<file path="src/rtl/sio_irq_pkg.sv">
package sio_irq_pkg;

    typedef enum logic [1:0] {
        NODE_IDLE = 2'd0,
        NODE_REQ  = 2'd1,
        NODE_BUSY = 2'd2
    } node_state_t;

    localparam int RX_BIT = 0;
    localparam int TX_BIT = 1;

endpackage

</file>
<file path="src/rtl/sio_flag_cell.sv">
module sio_flag_cell (
    input  logic clk,
    input  logic rst_n,
    input  logic set_i,
    input  logic clr_i,
    output logic flag_o,
    output logic rise_o
);

    logic flag_q;
    logic flag_d;

    // Hardware set dominates any software clear in the same cycle.
    always_comb begin
        flag_d = flag_q;
        if (clr_i) begin
            flag_d = 1'b0;
        end
        if (set_i) begin
            flag_d = 1'b1;
        end
    end

    always_ff @(posedge clk) begin
        if (!rst_n) begin
            flag_q <= 1'b0;
        end else begin
            flag_q <= flag_d;
        end
    end

    assign flag_o = flag_q;
    assign rise_o = flag_d & ~flag_q;

    // a set strobe always leaves the flag at 1.
    p_set_wins_r3: assert property (@(posedge clk) disable iff (!rst_n)
        set_i |=> flag_o);

    // a clear without a set empties the flag.
    p_clear_r2: assert property (@(posedge clk) disable iff (!rst_n)
        (clr_i && !set_i) |=> !flag_o);

    // an edge is reported only when the flag is currently 0.
    p_rise_from_zero_r4: assert property (@(posedge clk) disable iff (!rst_n)
        rise_o |-> !flag_o);

endmodule

</file>
<file path="src/rtl/sio_pend_latch.sv">
module sio_pend_latch #(
    parameter int NUM_FLAGS = 2
) (
    input  logic                 clk,
    input  logic                 rst_n,
    input  logic [NUM_FLAGS-1:0] rise_i,
    input  logic                 take_i,
    output logic                 pend_o
);

    logic pend_q;
    logic any_rise;

    assign any_rise = |rise_i;

    always_ff @(posedge clk) begin
        if (!rst_n) begin
            pend_q <= 1'b0;
        end else if (any_rise) begin
            pend_q <= 1'b1;
        end else if (take_i) begin
            pend_q <= 1'b0;
        end
    end

    assign pend_o = pend_q;

    // an edge always leaves a pending request, even against an acknowledge.
    p_edge_latches_r4: assert property (@(posedge clk) disable iff (!rst_n)
        any_rise |=> pend_o);

    // without an edge or an acknowledge the pending bit holds.
    p_pend_holds_r5: assert property (@(posedge clk) disable iff (!rst_n)
        (!any_rise && !take_i) |=> $stable(pend_o));

endmodule

</file>
<file path="src/rtl/sio_node_fsm.sv">
module sio_node_fsm
    import sio_irq_pkg::*;
(
    input  logic clk,
    input  logic rst_n,
    input  logic pend_i,
    input  logic node_en_i,
    input  logic glob_en_i,
    input  logic svc_ack_i,
    input  logic reti_i,
    output logic core_req_o,
    output logic take_o
);

    node_state_t state_q;
    node_state_t state_d;
    logic        enabled;

    assign enabled = node_en_i & glob_en_i;

    always_ff @(posedge clk) begin
        if (!rst_n) begin
            state_q <= NODE_IDLE;
        end else begin
            state_q <= state_d;
        end
    end

    always_comb begin
        state_d = state_q;
        unique case (state_q)
            NODE_IDLE: begin
                if (pend_i && enabled) begin
                    state_d = NODE_REQ;
                end
            end
            NODE_REQ: begin
                if (svc_ack_i) begin
                    state_d = NODE_BUSY;
                end else if (!enabled || !pend_i) begin
                    state_d = NODE_IDLE;
                end
            end
            NODE_BUSY: begin
                if (reti_i) begin
                    state_d = NODE_IDLE;
                end
            end
            default: begin
                state_d = NODE_IDLE;
            end
        endcase
    end

    always_comb begin
        core_req_o = 1'b0;
        take_o     = 1'b0;
        unique case (state_q)
            NODE_IDLE: begin
                core_req_o = 1'b0;
            end
            NODE_REQ: begin
                core_req_o = 1'b1;
                take_o     = svc_ack_i;
            end
            NODE_BUSY: begin
                core_req_o = 1'b0;
            end
            default: begin
                core_req_o = 1'b0;
            end
        endcase
    end

    // a request is shown only after pending and both enables were seen.
    p_req_cause_r6: assert property (@(posedge clk) disable iff (!rst_n)
        $rose(core_req_o) |-> $past(pend_i && enabled));

    // an acknowledge of a shown request enters service.
    p_ack_enters_r7: assert property (@(posedge clk) disable iff (!rst_n)
        (core_req_o && svc_ack_i) |=> (state_q == NODE_BUSY));

    // return from interrupt frees the node.
    p_reti_frees_r8: assert property (@(posedge clk) disable iff (!rst_n)
        (state_q == NODE_BUSY && reti_i) |=> (state_q == NODE_IDLE));

    // the node stays blocked until return from interrupt.
    p_busy_holds_r5: assert property (@(posedge clk) disable iff (!rst_n)
        (state_q == NODE_BUSY && !reti_i) |=> (state_q == NODE_BUSY));

endmodule

</file>
<file path="src/rtl/sio_irq_node.sv">
module sio_irq_node #(
    parameter int NUM_FLAGS = 2
) (
    input  logic                 clk,
    input  logic                 rst_n,
    input  logic [NUM_FLAGS-1:0] hw_set,
    input  logic                 sw_wr,
    input  logic [NUM_FLAGS-1:0] sw_wdata,
    input  logic                 node_en,
    input  logic                 glob_en,
    input  logic                 svc_ack,
    input  logic                 reti,
    output logic [NUM_FLAGS-1:0] flags,
    output logic                 pend,
    output logic                 core_req
);

    logic [NUM_FLAGS-1:0] clr_vec;
    logic [NUM_FLAGS-1:0] rise_vec;
    logic                 take;

    assign clr_vec = {NUM_FLAGS{sw_wr}} & ~sw_wdata;

    for (genvar g = 0; g < NUM_FLAGS; g++) begin : g_flag
        sio_flag_cell u_cell (
            .clk    (clk),
            .rst_n  (rst_n),
            .set_i  (hw_set[g]),
            .clr_i  (clr_vec[g]),
            .flag_o (flags[g]),
            .rise_o (rise_vec[g])
        );
    end

    sio_pend_latch #(
        .NUM_FLAGS (NUM_FLAGS)
    ) u_pend (
        .clk    (clk),
        .rst_n  (rst_n),
        .rise_i (rise_vec),
        .take_i (take),
        .pend_o (pend)
    );

    sio_node_fsm u_fsm (
        .clk        (clk),
        .rst_n      (rst_n),
        .pend_i     (pend),
        .node_en_i  (node_en),
        .glob_en_i  (glob_en),
        .svc_ack_i  (svc_ack),
        .reti_i     (reti),
        .core_req_o (core_req),
        .take_o     (take)
    );

    // writing 1 to every clear bit without a set leaves the flags alone.
    p_write_one_r2: assert property (@(posedge clk) disable iff (!rst_n)
        (sw_wr && (&sw_wdata) && hw_set == '0) |=> $stable(flags));

    // an acknowledge while no request is shown leaves pending untouched.
    p_stray_ack_r7: assert property (@(posedge clk) disable iff (!rst_n)
        (svc_ack && !core_req && hw_set == '0) |=> $stable(pend));

endmodule

</file>
<file path="config.mk">
export PLATFORM = sky130hd
export DESIGN_NAME = sio_irq_node
export DESIGN_NICKNAME = d
export VERILOG_FILES = /design/src/rtl/sio_irq_pkg.sv /design/src/rtl/sio_flag_cell.sv /design/src/rtl/sio_pend_latch.sv /design/src/rtl/sio_node_fsm.sv /design/src/rtl/sio_irq_node.sv
export SDC_FILE = /design/constraint.sdc
export NUM_CORES = 1
export LEC_CHECK = 0
export ABC_AREA = 1
export BUFFER_PORTS_ARGS = -buffer_cell sky130_fd_sc_hd__buf_2
export CAP_MARGIN = 10
export CORE_AREA = 2 2 39 41
export DETAILED_ROUTE_END_ITERATION = 7
export DIE_AREA = 0 0 41 43
export SLEW_MARGIN = 20
export SYNTH_ARGS = -nofsm -noshare
export SYNTH_HDL_FRONTEND = slang
export SYNTH_SLANG_ARGS = --single-unit
</file>
<file path="constraint.sdc">
create_clock -name clk -period 0.96 [get_ports clk]
set_clock_uncertainty 0.05 [all_clocks]
set_input_delay 0.096 -clock clk [delete_from_list [all_inputs] [get_ports clk]]
set_output_delay 0.096 -clock clk [all_outputs]
set_load 0.02 [all_outputs]
</file>
==> results of run 1 <==
## worst register-to-register path, delay by kind of cell, from the launching register on
family / cells / cell delay [ps]
AND/OR/NAND/NOR: 4 / 260
buffers and inverters: 1 / 130
flip-flops: 1 / 320
AO/OA/AOI/OAI: 1 / 110
## layer usage
| metal | part of all wire, % | up-vias | track usage [%] |
|---|---|---|---|
| met5 | 0 | - | 0 |
| met4 | 1.5 | 0 | 6.000 |
| met3 | 7.0 | 2 | 5.759 |
| met2 | 50 | 9 | 11.25 |
| met1 | 41 | 120 | 8.013 |
| li1 | - | 145 | - |
## power breakdown
group          internal [W]  total (W)  leakage, nW  switching (W)
Combinational     0.0000549   0.000118        0.138      0.0000628
Sequential         0.000225   0.000239       0.0425      0.0000138
Clock              0.000158   0.000249       0.0150      0.0000917
## state kept, by name, summed over array words and instances, names as in the netlist
register	cells
u_pend.pend_o	1
u_fsm.state_q	2
g_flag.u_cell.flag_o	2
## timing repair
item / 4_1_cts / 5_1_grt
hold buffers: 0 / 0
pin swaps: 1 / 1
buffers inserted: 1 / 0
gates resized for setup: 4 / 3
setup endpoints to repair: 1 / 3
## final cells by class
type	instances	area, um2	area share (%)
Tap cell	16	20.02	5.316
Timing Repair Buffer	15	86.33	22.92
Multi-Input combinational cell	20	110.1	29.24
Sequential cell	5	103.9	27.57
Clock buffer	4	26.28	6.977
Inverter	8	30.03	7.973
## stage by stage
| step | utilization (%) | instances | hold WS, ps | setup WS (ps) | power, W |
|---|---|---|---|---|---|
| 2_1_floorplan | - | 35 | 187.0 | 3.242 | 0.0003104 |
| 3_3_place_gp | 23.78 | 63 | 311.5 | 52.34 | 0.0003420 |
| 3_5_place_dp | 23.78 | 63 | 313.9 | 36.29 | 0.0003432 |
| 4_1_cts | 26.76 | 68 | 50.52 | -40.98 | 0.0006092 |
| 5_1_grt | 27.22 | 68 | 59.02 | -74.44 | 0.0006557 |
| 6_report | 27.22 | 68 | 56.78 | -20.05 | 0.0006061 |
## synthesized netlist by cell type, drive strengths merged
library cell	instances	area (um2)
o21ai	2	10.01
nand3b	1	7.510
nand3	3	15.01
a21oi	5	28.78
inv	8	30.03
buf	2	15.01
dfxtp	5	100.1
o22ai	1	6.260
nand2	3	13.77
nor2	5	21.27
## cell families after synthesis
logic type	after synthesis
AO/OA/AOI/OAI	8
AND/OR/NAND/NOR	12
buffers and inverters	10
flip-flops	5
## worst max path at each step
stage | startpoint | to | depth (start not counted)
2_1_floorplan | u_fsm.state_q[0] | u_pend.pend_o | 5
3_3_place_gp | u_fsm.state_q[1] | u_fsm.state_q[0] | 5
3_5_place_dp | u_fsm.state_q[0] | u_fsm.state_q[0] | 5
4_1_cts | u_fsm.state_q[0] | core_req | 3
5_1_grt | u_fsm.state_q[0] | core_req | 3
6_report | u_fsm.state_q[0] | core_req | 3
==> impl_metrics.env, run 1 <==
export IMPL_nFillCells=148
export IMPL_cap_violations=0
export IMPL_p_leak_nw=0.1958
export IMPL_hold_start="rst_n"
export IMPL_cp_max_fo=2
export IMPL_synth_xor_area_share_pct=0
export IMPL_die_h_um=43
export IMPL_io_buffers=14
export IMPL_synth_adder_area_share_pct=0
export IMPL_routed_wl_um=600
export IMPL_coreArea_um2=1384
export IMPL_dp_hpwl_um=423
export IMPL_antenna_found_initial=0
export IMPL_synth_top_family_by_area="simple AND/OR/NAND/NOR gates"
export IMPL_dieArea_um2=1763
export IMPL_die_x_um=41
export IMPL_reg2reg_depth=6
export IMPL_yosys_mux_area_fraction_pct=0
export IMPL_initial_utilization_pct=17.90
export IMPL_fin_crit_sh_pct=102.1
export IMPL_rr_startpoint="u_fsm.state_q[0]"
export IMPL_mostFrequentLayoutCells="12 x buf_2, 7 x inv_1, 4 x a21oi_1"
export IMPL_holdPathEnd="u_fsm.state_q[0]"
export IMPL_rr_endpoint="u_fsm.state_q[0]"
export IMPL_syn_area_um2=247.7
export IMPL_ios=15
export IMPL_area_delta_synth_final_pct=52.02
export IMPL_worst_path_largest_cell_delay_ps=330
export IMPL_clk_path_buf_depth=2
export IMPL_end_kind="output port"
export IMPL_rows=14
export IMPL_synth_fp_nets=46
export IMPL_grt_overflow=0
export IMPL_critPathBufInv=2
export IMPL_place_gp_congestion=0.5823
export IMPL_worst_slew_pin_slew_ps=193.3
export IMPL_start_kind="flop"
export IMPL_cp_slowest_cell="dfxtp_2"
export IMPL_drtIter0Drc=1
export IMPL_drc=0
export IMPL_layout_commonest_cell="buf_2"
export IMPL_insertion_delay_ps=240
export IMPL_synth_avg_cell_area_um2=7.078
export IMPL_synth_compound_area_share_pct=18.18
export IMPL_vdd_ir_drop_max_mv=0.2646
export IMPL_drive_gt1_share_pct=50.00
export IMPL_max_freq_mhz=1020
export IMPL_hold_violations=0
export IMPL_ys_ff_latch=5
export IMPL_crit_chain="inv_2 > nor2_4 > buf_6"
export IMPL_rsz0062_at_grt="true"
export IMPL_antenna_cells_inserted=0
export IMPL_yosysSeqAreaShare_pct=40.40
export IMPL_cts_tree="built"
export IMPL_ys_types=13
export IMPL_cts_buffers=3
export IMPL_drtPass1Iterations=4
export IMPL_drv_slew=0
export IMPL_track_usage_pct=8.124
export IMPL_numClockSinks=5
export IMPL_violations="negative setup slack"
export IMPL_syn_inst=35
export IMPL_path_class="reg2out"
export IMPL_ys_warn_count=0
export IMPL_status="finished, violations left"
export IMPL_cpLargestDelayFamily="flip-flops"
export IMPL_cellPowerDensity_nw_per_um2=1609
export IMPL_r2r_slack_ps=20
export IMPL_setup_slack_ps=-20.05
export IMPL_vias=276
export IMPL_synthSimpleGateAreaFrac_pct=23.23
export IMPL_layout_nets=64
export IMPL_place_area_um2=329.1
export IMPL_grt_pass1_vias=240
export IMPL_grt_pass1_wl_um=897
export IMPL_arrival_ps=830
export IMPL_holdCritPathClass="in2reg"
export IMPL_htree_levels=1
export IMPL_drt_wirelength_per_cell_um=8.824
export IMPL_max_slew_margin_pct=87.11
export IMPL_grt_max_degree=5
export IMPL_tns_ps=-20.05
export IMPL_setup_viol=1
export IMPL_final_antenna_net_count=0
export IMPL_clk_pin_slew_ps=50
export IMPL_root_buffer="clkbuf_4"
export IMPL_min_path_cells=3
export IMPL_vias_per_cell=4.059
export IMPL_final_area_um2=376.6
export IMPL_critPathRequiredTime_ps=810
export IMPL_period_needed_ps=980.0
Note: power is estimated with default switching activity, not from simulation.
==> run 2, diff against run 1 <==
--- a/config.mk
+++ b/config.mk
@@ -8,9 +8,13 @@
 export ABC_AREA = 1
 export BUFFER_PORTS_ARGS = -buffer_cell sky130_fd_sc_hd__buf_2
 export CAP_MARGIN = 10
+export CELL_PAD_IN_SITES_DETAIL_PLACEMENT = 1
+export CELL_PAD_IN_SITES_GLOBAL_PLACEMENT = 1
 export CORE_AREA = 2 2 39 41
 export DETAILED_ROUTE_END_ITERATION = 7
 export DIE_AREA = 0 0 41 43
+export PLACE_DENSITY_LB_ADDON = 0.1
+export SKIP_CTS_REPAIR_TIMING = 1
 export SLEW_MARGIN = 20
 export SYNTH_ARGS = -nofsm -noshare
 export SYNTH_HDL_FRONTEND = slang
==> impl_metrics.env, run 2 (same netlist as run 1, synthesis figures left out) <==
export IMPL_max_freq_mhz=993.9
export IMPL_drv_slew=0
export IMPL_grt_overflow=0
export IMPL_drt_wirelength_per_cell_um=10.82
export IMPL_initial_utilization_pct=17.90
export IMPL_io_buffers=14
export IMPL_place_gp_congestion=0.6988
export IMPL_vias=280
export IMPL_arrival_ps=860
export IMPL_die_x_um=41
export IMPL_cts_buffers=3
export IMPL_holdPathEnd="u_fsm.state_q[0]"
export IMPL_die_h_um=43
export IMPL_critPathRequiredTime_ps=810
export IMPL_violations="negative setup slack"
export IMPL_rr_startpoint="u_fsm.state_q[1]"
export IMPL_vdd_ir_drop_max_mv=0.4733
export IMPL_max_slew_margin_pct=87.33
export IMPL_end_kind="output port"
export IMPL_hold_violations=0
export IMPL_rows=14
export IMPL_grt_pass1_vias=300
export IMPL_area_delta_synth_final_pct=46.97
export IMPL_path_class="reg2out"
export IMPL_dp_hpwl_um=606
export IMPL_drc=0
export IMPL_layout_nets=63
export IMPL_reg2reg_depth=5
export IMPL_antenna_found_initial=0
export IMPL_start_kind="flop"
export IMPL_htree_levels=1
export IMPL_setup_viol=1
export IMPL_drtPass1Iterations=3
export IMPL_holdCritPathClass="in2reg"
export IMPL_drive_gt1_share_pct=47.06
export IMPL_r2r_slack_ps=50
export IMPL_insertion_delay_ps=240
export IMPL_p_leak_nw=0.1891
export IMPL_grt_pass1_wl_mm=1.173
export IMPL_hold_start="rst_n"
export IMPL_hold_slack_ps=56.50
export IMPL_utilization_pct=26.31
export IMPL_final_antenna_net_count=0
export IMPL_cts_tree="built"
export IMPL_mostFrequentLayoutCells="13 x buf_2, 7 x inv_1, 4 x nor2_1, 4 x a21oi_1"
export IMPL_worst_slew_pin_slew_ps=190.1
export IMPL_rsz0062_at_grt="true"
export IMPL_grt_max_degree=5
export IMPL_clk_path_buf_depth=2
export IMPL_coreArea_um2=1384
export IMPL_fin_crit_sh_pct=104.8
export IMPL_numClockSinks=5
export IMPL_routed_wl_um=725
export IMPL_layout_commonest_cell="buf_2"
export IMPL_rr_endpoint="u_fsm.state_q[0]"
export IMPL_dieArea_um2=1763
export IMPL_antenna_cells_inserted=0
export IMPL_track_usage_pct=11.14
export IMPL_min_path_cells=3
export IMPL_cp_max_fo=3
export IMPL_root_buffer="clkbuf_4"
export IMPL_ios=15
export IMPL_setup_slack_ps=-46.11
export IMPL_cap_violations=0
export IMPL_drtIter0Drc=4
export IMPL_cellPowerDensity_nw_per_um2=1658
export IMPL_clk_pin_slew_ps=50
export IMPL_period_needed_ps=1006
export IMPL_vias_per_cell=4.179
export IMPL_status="finished, violations left"
[run 2: worst max-delay path: stages (launching register included)]
cell,delay (ps)
dfxtp_2,340
inv_2,50
nor2_4,90
buf_6,120
[run 2: metrics by stage]
stage | setup TNS (ps) | setup WS (ps) | total power, W | cells | instance area [um2]
floorplan | 0 | 3.242 | 0.0003104 | 35 | 254.0
global placement | 0 | 46.73 | 0.0003431 | 63 | 329.1
detailed placement | -6.931 | -6.931 | 0.0003491 | 63 | 329.1
CTS | -174.6 | -159.4 | 0.0006146 | 67 | 355.3
global route | -131.0 | -109.5 | 0.0006508 | 67 | 364.1
finish | -46.11 | -46.11 | 0.0006037 | 67 | 364.1
[run 2: power by group]
part	switching (W)	total, W	internal [W]
Sequential	0.0000134	0.000239	0.000225
Clock	0.0000955	0.000253	0.000158
Combinational	0.0000624	0.000112	0.0000493
[run 2: worst max path at each step]
| stage | startpoint | to | slack, ps | cells after the start |
|---|---|---|---|---|
| CTS | u_fsm.state_q[0] | core_req | -160 | 3 |
| finish | u_fsm.state_q[0] | core_req | -50 | 3 |
| global placement | u_fsm.state_q[1] | u_fsm.state_q[0] | 50 | 5 |
| floorplan | u_fsm.state_q[0] | u_pend.pend_o | 3 | 5 |
| detailed placement | u_fsm.state_q[1] | u_fsm.state_q[0] | -7 | 5 |
| global route | u_fsm.state_q[0] | core_req | -110 | 3 |
[run 2: metal layers]
metal	track usage (%)	share of wire [%]	vias up
met5	0	0	-
met4	12.00	1.9	0
met3	6.283	8.6	2
met2	17.19	55	9
met1	8.360	34	128
li1	-	-	141
[run 2: layout make-up]
cell class / instances / area, um2
clock buffers: 4 / 26.28
flip-flops and latches: 5 / 103.9
well taps: 16 / 20.02
repair buffers: 14 / 76.32
fillers: 185 / 1020
inverters: 8 / 30.03
multi-input cells: 20 / 107.6
==> run 3, diff against run 2 <==
--- a/config.mk
+++ b/config.mk
@@ -18,4 +18,5 @@
 export SLEW_MARGIN = 20
 export SYNTH_ARGS = -nofsm -noshare
 export SYNTH_HDL_FRONTEND = slang
+export SYNTH_HIERARCHICAL = 1
 export SYNTH_SLANG_ARGS = --single-unit
==> impl_metrics.env, run 3 <==
export IMPL_yosysTopAreaCell="dfxtp_1"
export IMPL_dieArea_um2=1763
export IMPL_seqCellArea_um2=101.3
export IMPL_ys_types=9
export IMPL_async_reset_ff_share_pct=0
export IMPL_die_h_um=43
export IMPL_cts_tree="built"
export IMPL_start_kind="flop"
export IMPL_power_w=0.0005534
export IMPL_p_leak_nw=0.2137
export IMPL_multiInputGateArea_um2=100.1
export IMPL_hold_slack_ps=45.53
export IMPL_grt_overflow=0
export IMPL_antenna_found_initial=0
export IMPL_synthTopCellsByCount="13 x inv_1, 7 x nor2_1, 5 x dfxtp_1"
export IMPL_yosysSeqAreaShare_pct=40.00
export IMPL_crit_chain="inv_2 > nor2_2 > buf_4"
export IMPL_rows=14
export IMPL_cellPowerDensity_nw_per_um2=1455
export IMPL_fin_crit_sh_pct=103.6
export IMPL_routed_top_layer="met3"
export IMPL_cp_max_fo=3
export IMPL_rr_startpoint="u_fsm/state_q[0]"
export IMPL_final_antenna_net_count=0
export IMPL_area_delta_synth_final_pct=52.00
export IMPL_critPathRequiredTime_ps=810
export IMPL_die_x_um=41
export IMPL_rr_endpoint="u_pend/pend_o"
export IMPL_hold_start="glob_en"
export IMPL_vias_per_cell=3.726
export IMPL_rsz0062_at_grt="true"
export IMPL_drv_slew=0
export IMPL_wl_met1_um=231
export IMPL_layout_nets=69
export IMPL_met2WireLength_um=308
export IMPL_synth_flop_cell="dfxtp_1"
export IMPL_grt_max_degree=6
export IMPL_clk_path_buf_depth=2
export IMPL_vias=272
export IMPL_max_slew_margin_pct=90.46
export IMPL_final_area_um2=380.4
export IMPL_drc=0
export IMPL_htree_levels=1
export IMPL_coreArea_um2=1384
export IMPL_place_gp_congestion=0.5521
export IMPL_ios=15
export IMPL_vdd_ir_drop_max_mv=0.4079
export IMPL_syn_inst=38
export IMPL_drtIter0Drc=0
export IMPL_syn_area_um2=250.2
export IMPL_worst_slew_pin_slew_ps=143.0
export IMPL_r2r_slack_ps=90
export IMPL_grt_pass1_vias=252
export IMPL_ys_warn_count=6
export IMPL_synth_fp_nets=49
export IMPL_worst_path_largest_cell_delay_ps=340
export IMPL_status="finished, violations left"
export IMPL_netlist_area_leader_share_pct=40.00
export IMPL_mostFrequentLayoutCells="13 x buf_2, 12 x inv_1, 6 x nor2_1"
export IMPL_nFillCells=193
export IMPL_cap_violations=0
export IMPL_period_needed_ps=994.7
export IMPL_max_freq_mhz=1005
export IMPL_initial_utilization_pct=18.08
export IMPL_dr_wl_met3_um=57
export IMPL_utilization_pct=27.49
export IMPL_insertion_delay_ps=240
export IMPL_min_path_cells=3
export IMPL_root_buffer="clkbuf_4"
export IMPL_drtPass1Iterations=1
export IMPL_hold_violations=0
export IMPL_holdCritPathClass="in2reg"
export IMPL_end_kind="output port"
export IMPL_drt_wirelength_per_cell_um=8.178
export IMPL_arrival_ps=850
export IMPL_setup_viol=1
export IMPL_reg2reg_depth=6
export IMPL_antenna_cells_inserted=0
export IMPL_synthTopCellsByArea="dfxtp_1 40%, inv_1 19%, nor2_1 11%, a21oi_2 10%, nand3_1 6.0%"
export IMPL_ys_ff_latch=5
export IMPL_grt_pass1_wl_um=966
export IMPL_holdPathEnd="u_fsm/state_q[0]"
export IMPL_synth_avg_cell_area_um2=6.585
export IMPL_cp_slowest_cell="dfxtp_2"
export IMPL_track_usage_pct=8.945
export IMPL_setup_slack_ps=-34.70
export IMPL_numClockSinks=5
export IMPL_synth_edf_count=0
export IMPL_io_buffers=14
export IMPL_routed_wl_um=597
export IMPL_place_area_um2=340.3
export IMPL_layout_commonest_cell="buf_2"
export IMPL_path_class="reg2out"
export IMPL_synth_most_common_cell="inv_1"
export IMPL_violations="negative setup slack"
export IMPL_clk_pin_slew_ps=40
export IMPL_drive_gt1_share_pct=45.61
export IMPL_cts_buffers=3
export IMPL_dp_hpwl_um=518.4
==> run 3: cell types whose count changed after synthesis, sizes merged <==
cell,delta
a21oi,-1
buf,-2
o22ai,-1
nand3,+1
nand2,+1
nand3b,-1
o21ai,-2
inv,+6
nor2,+2
==> run 3: report_power, final <==
group / total [W] / switching (W) / leakage, nW / internal (W)
registers: 0.000228 / 0.00000825 / 0.0418 / 0.000220
logic: 0.0000858 / 0.0000471 / 0.157 / 0.0000387
clock network: 0.000239 / 0.0000823 / 0.0150 / 0.000157
total: 0.000553 / 0.000138 / 0.214 / 0.000416
==> run 3: final cells by class <==
type | count | area share, %
clock buffer | 4 | 6.908
timing repair buffer | 15 | 21.05
multi-input combinational | 19 | 26.32
inverter | 14 | 13.82
sequential | 5 | 26.64
tap | 16 | 5.263
==> run 3: per-layer routing <==
layer | up-vias | track usage, %
met3 | 0 | 3.141
met4 | 0 | 10.00
met5 | - | 0
met2 | 11 | 11.88
met1 | 115 | 9.677
li1 | 146 | -
==> run 3: kinds of logic (layout without fill, tap and decap cells) <==
group	after synthesis	in the layout	synth area share (%)
simple gates	15	15	26.50
buf+inv	14	33	21.00
flops	5	5	40.00
compound gates	4	4	12.50
==> run 3: critical path: cells and delay by family, from the launching register on <==
family,cells,cell delay (ps)
flip-flops,1,340
buffers and inverters,2,180
AND/OR/NAND/NOR,1,90
==> run 3: how the worst max path moves through the flow <==
stage / from / to / depth (start not counted) / slack (ps)
after global routing: u_fsm/state_q[0] / core_req / 3 / -80
after floorplan: g_flag[1].u_cell/flag_o / u_pend/pend_o / 3 / 140
final: u_fsm/state_q[0] / core_req / 3 / -30
after CTS: u_fsm/state_q[0] / core_req / 3 / -130
after detailed placement: u_fsm/state_q[1] / u_pend/pend_o / 6 / 130
after global placement: u_fsm/state_q[1] / u_pend/pend_o / 6 / 160
==> run 3: metrics by stage <==
stage               instances  setup WS, ps  TNS, ps
floorplan                  38         135.7        0
global placement           68         155.3        0
detailed placement         68         134.2        0
CTS                        72        -129.7   -129.7
global route               73        -80.66   -80.66
finish                     73        -34.70   -34.70
